## config.mk

```make
export PLATFORM = sky130hd
export DESIGN_NAME = fetch_front
export DESIGN_NICKNAME = d
export VERILOG_FILES = /design/src/rtl/fetch_front.sv
export SDC_FILE = /design/constraint.sdc
export NUM_CORES = 1
export LEC_CHECK = 0
export CAP_MARGIN = 30
export CORE_MARGIN = 4
export CORE_UTILIZATION = 40
export CTS_CLUSTER_SIZE = 10
export DETAILED_ROUTE_END_ITERATION = 7
export PLACE_DENSITY = 0.74
export SYNTH_ARGS = -nofsm -noshare
export SYNTH_HDL_FRONTEND = slang
export SYNTH_SLANG_ARGS = --single-unit
```

## constraint.sdc

```tcl
create_clock -name clk -period 4.85 [get_ports clk]
set_input_delay 0.97 -clock clk [delete_from_list [all_inputs] [get_ports clk]]
set_output_delay 0.97 -clock clk [all_outputs]
set_load 0.01 [all_outputs]
```

## src/rtl/fetch_front.sv

```systemverilog
module fetch_front #(
  parameter logic [31:0] RESET_PC = 32'h0000_0100,
  parameter bit REG_REDIRECT = 1'b0,
  parameter bit HOLD_CMD = 1'b1,
  parameter bit FAULT_EN = 1'b1,
  parameter int MAX_OUT = 4,
  parameter int STAGES = 4
) (
  input  logic                 clk,
  input  logic                 rst_n,
  input  logic [STAGES-1:0]    jmp_valid,
  input  logic [STAGES*32-1:0] jmp_target,
  output logic                 cmd_valid,
  input  logic                 cmd_ready,
  output logic [31:0]          cmd_addr,
  input  logic                 rsp_valid,
  input  logic [31:0]          rsp_data,
  input  logic                 rsp_err,
  output logic                 out_valid,
  input  logic                 out_ready,
  output logic [31:0]          out_word,
  output logic [31:0]          out_pc,
  output logic                 out_fault
);
  localparam int CW = $clog2(MAX_OUT + 1);
  localparam int PW = $clog2(MAX_OUT);

  logic          jv;
  logic [31:0]   jt;
  logic [31:0]   pc, hold_addr, rpc;
  logic          held, stale;
  logic [CW-1:0] inflt, drop, cnt;
  logic [PW-1:0] wp, rp;
  logic          room, acc, acc_stale, take, pop, dec_drop;

  logic [31:0] bword [MAX_OUT];
  logic [31:0] bpc   [MAX_OUT];
  logic        berr  [MAX_OUT];

  always_comb begin
    jv = 1'b0;
    jt = 32'h0;
    for (int i = 0; i < STAGES; i++) begin
      if (jmp_valid[i]) begin
        jv = 1'b1;
        jt = jmp_target[i*32 +: 32];
      end
    end
  end

  assign room      = (inflt + (jv ? CW'(0) : cnt)) < CW'(MAX_OUT);
  assign cmd_valid = held | (room & ~(REG_REDIRECT & jv));
  assign cmd_addr  = held ? hold_addr : ((!REG_REDIRECT && jv) ? jt : pc);
  assign acc       = cmd_valid & cmd_ready;
  assign acc_stale = acc & held & (stale | jv);
  assign dec_drop  = rsp_valid & (drop != '0);
  assign take      = rsp_valid & ~jv & (drop == '0);
  assign out_valid = (cnt != '0) & ~jv;
  assign pop       = out_valid & out_ready;
  assign out_word  = bword[rp];
  assign out_pc    = bpc[rp];
  assign out_fault = FAULT_EN & berr[rp];

  always_ff @(posedge clk or negedge rst_n) begin
    if (!rst_n) begin
      pc        <= RESET_PC;
      hold_addr <= RESET_PC;
      rpc       <= RESET_PC;
      held      <= 1'b0;
      stale     <= 1'b0;
      inflt     <= '0;
      drop      <= '0;
      cnt       <= '0;
      wp        <= '0;
      rp        <= '0;
    end else begin
      if (jv)
        pc <= (!REG_REDIRECT && !held && acc) ? jt + 32'd4 : jt;
      else if (acc && !(held && stale))
        pc <= pc + 32'd4;

      held  <= HOLD_CMD & cmd_valid & ~cmd_ready;
      stale <= held & (stale | jv);
      if (!held) hold_addr <= cmd_addr;

      inflt <= inflt + CW'(acc) - CW'(rsp_valid);
      drop  <= jv ? inflt - CW'(rsp_valid) + CW'(acc_stale)
                  : drop - CW'(dec_drop) + CW'(acc_stale);

      if (jv) begin
        rpc <= jt;
        wp  <= '0;
        rp  <= '0;
        cnt <= '0;
      end else begin
        if (take) begin
          rpc <= rpc + 32'd4;
          wp  <= wp + PW'(1);
        end
        if (pop) rp <= rp + PW'(1);
        cnt <= cnt + CW'(take) - CW'(pop);
      end
    end
  end

  always_ff @(posedge clk) begin
    if (take) begin
      bword[wp] <= rsp_data;
      bpc[wp]   <= rpc;
      berr[wp]  <= rsp_err;
    end
  end
endmodule

```

==> results.json <==
{
  "post-place-cells": 1934,
  "start_util_pct": 40.5,
  "cts_hold_buf": 0,
  "firstDrtPassIters": 7,
  "cp.required_ps": 3880,
  "slew_headroom_pct": 35.3,
  "area_growth_pct": 29.2,
  "place_ws_ps": 273,
  "ys_seq_area_share_pct": 63.6,
  "cts_setup_buffers": 0,
  "synth_nets": 1340,
  "cts.htree.levels": 2,
  "fp-row-count": 74,
  "worstPathArrival_ps": 3610,
  "synth_common_cells": "260 x edfxtp_1, 106 x dfrtp_1, 85 x nand2_1",
  "cap_violations": 0,
  "ctsLongestPathBuffers": 3,
  "finalSetupViolCount": 0,
  "yosys-top-cells-area": "edfxtp_1 47%, dfrtp_1 16%, mux4_2 8.8%, xnor2_1 2.5%, o21ai_0 2.0%",
  "grt_setup_unrepaired": "false",
  "cts_tree": "done",
  "vias": 11100,
  "status": "finished, final reports clean",
  "worstSetupPathType": "input pin to output port",
  "worst_ir_drop_vdd_mv": 0.214,
  "drv_slew": 0,
  "syn-cell-area_um2": 16600,
  "drtAntennaViolNets": 0,
  "wl_per_cell_um": 21.5,
  "cpMostUsedCell": "clkdlybuf4s50_1",
  "multiInputGateArea_um2": 5690,
  "cts_root_buffer": "clkbuf_16",
  "vias_per_cell": 5.54,
  "path_buf_inv": 3,
  "cp-end-kind": "output port",
  "drcViolationCount": 0,
  "die_w_um": 212,
  "ys.flop_type": "edfxtp_1",
  "hold_path.class": "input pin to async pin",
  "synth_top_cell_by_area": "edfxtp_1",
  "synth_cell_types": 74,
  "skew_ps": 14.3,
  "wl_um": 43100,
  "numCtsBuffers": 43,
  "synth_top_area_share_pct": 47.1,
  "drive_gt1_share_pct": 14.1,
  "max_freq_mhz": 218,
  "first_iter_violations": 707,
  "core_area_um2": 40900,
  "grt_max_degree": 69,
  "dp_hpwl_um": 29300,
  "cp_slowest_cell": "clkdlybuf4s50_1",
  "start_kind": "input pin",
  "slowest_delay_ps": 610,
  "crit_fanout": 26,
  "async_reset_ff_share_pct": 29.5,
  "synth_warnings": 0,
  "grt_pass1_wl_um": 65800,
  "cts_sinks": 369,
  "grt_pass1_vias": 11300,
  "regArea_um2": 10500,
  "worstMarginPinSlew_ps": 971,
  "path_cells": "clkdlybuf4s50_1 > or2_2 > buf_12 > a221o_1 > o221ai_1 > a21oi_1 > a21o_1 > clkdlybuf4s50_1",
  "cts_resized": 0,
  "post-route-period-util_pct": 94.4,
  "final-instance-count-excl-fill": 2007,
  "synth_seq_cells": 369,
  "grtUsageTotal_pct": 19.0,
  "p_leak_nw": 7.41,
  "grt_antenna_before_repair": 3,
  "dpl-instance-area_um2": 20200,
  "ioPinCount": 269,
  "final_nets": 1638,
  "crit_family": "buffers and inverters",
  "place_congestion": 0.908,
  "power_mw": 7.91,
  "gr-total-overflow": 0,
  "finalHoldViolCount": 0,
  "io_buffers": 268,
  "dieArea_um2": 44800,
  "min_period_ps": 4580,
  "clk_pin_slew_ps": 60,
  "power-per-cell-area_nw_per_um2": 370,
  "fp.dieH_um": 212,
  "avgSynthCellArea_um2": 14.4,
  "synth_edf_count": 260,
  "n_fill_cell": 3414,
  "synthMostInstantiatedCell": "edfxtp_1",
  "tns_ps": 0,
  "synth_cells": 1150,
  "clk_latency_ps": 550,
  "final_cell_area_um2": 21400,
  "fin_ws_ps": 272
}
cell usage in the layout (no fill, tap or decap), types with 16 or more instances in the layout:
cell type        netlist  final
o221ai_1              19     19
edfxtp_1             260    260
a21oi_1               52     52
clkbuf_16              0     44
buf_4                  3     40
mux4_2                65     65
a21o_1                39     39
nand4_1               18     18
nor2_1                36     36
dfrtp_1              106    103
clkbuf_1              34     20
o21ai_0               67     67
a221o_1               17     17
ha_1                  16     16
clkdlybuf4s50_1        0    266
nand3_1               28     28
inv_1                 26     26
nand2_1               85     85
xnor2_1               48     48
xor2_1                23     23
sequential cells by signal, summed over array words and instances, names as in the netlist:
| name | flops |
|---|---|
| held | 1 |
| inflt | 3 |
| rp | 2 |
| rpc | 31 |
| berr | 4 |
| stale | 1 |
| bpc | 128 |
| hold_addr | 32 |
| cnt | 3 |
| wp | 2 |
| pc | 31 |
| drop | 3 |
| bword | 128 |
final timing paths:
path | from | end | slack (ps) | cells after the start
setup / recovery | jmp_valid[3] | cmd_addr[26] | 270 | 8
hold / removal | rst_n | hold_addr[17] | 400 | 1
setup reg to reg | cnt[1] | pc[17] | 1740 | 11
hold reg to reg | hold_addr[22] | hold_addr[22] | 470 | 2
max in group asynchronous | rst_n | rpc[23] | 3500 | 2
min in group clk | hold_addr[22] | hold_addr[22] | 470 | 2
per-stage QoR:
stage | util [%] | hold WS, ps
4_1_cts | 52.3 | 389
3_3_place_gp | 49.3 | 457
5_1_grt | 52.3 | 425
2_1_floorplan | - | 443
3_5_place_dp | 49.3 | 465
6_report | 52.3 | 400
cell families (layout without fill, tap and decap cells):
kind of cell             after synthesis  count (layout)  synth area share, %
AND/OR/NAND/NOR                      257             257                 8.19
adder cells (fa/ha/maj)               20              20                 1.69
XOR/XNOR                              71              71                 3.75
AO/OA/AOI/OAI                        263             263                 10.8
flip-flops                           369             369                 63.6
buffers and inverters                 91             413                 2.26
other                                  0               3                    0
multiplexers                          79              79                 9.75
where the power goes:
part           total (mW)  internal [mW]  switching (mW)
registers            3.80           3.59           0.213
logic                1.24          0.640           0.599
clock network        2.87           1.68            1.19
layer usage:
metal  global-route usage (%)  share of wire, %
met5                        0                 0
met4                     5.33               2.1
met3                     3.66               7.4
met2                     30.2                47
met1                     26.8                43
area by class of cell:
class | instances | area share, %
sequential | 369 | 49.2
clock buffer | 65 | 5.56
multi-input combinational | 690 | 26.6
tap | 532 | 3.11
antenna | 3 | 0.0351
inverter | 26 | 0.456
clock inverter | 4 | 0.164
timing repair buffer | 318 | 14.9
Power figures use the tool's default switching activity.
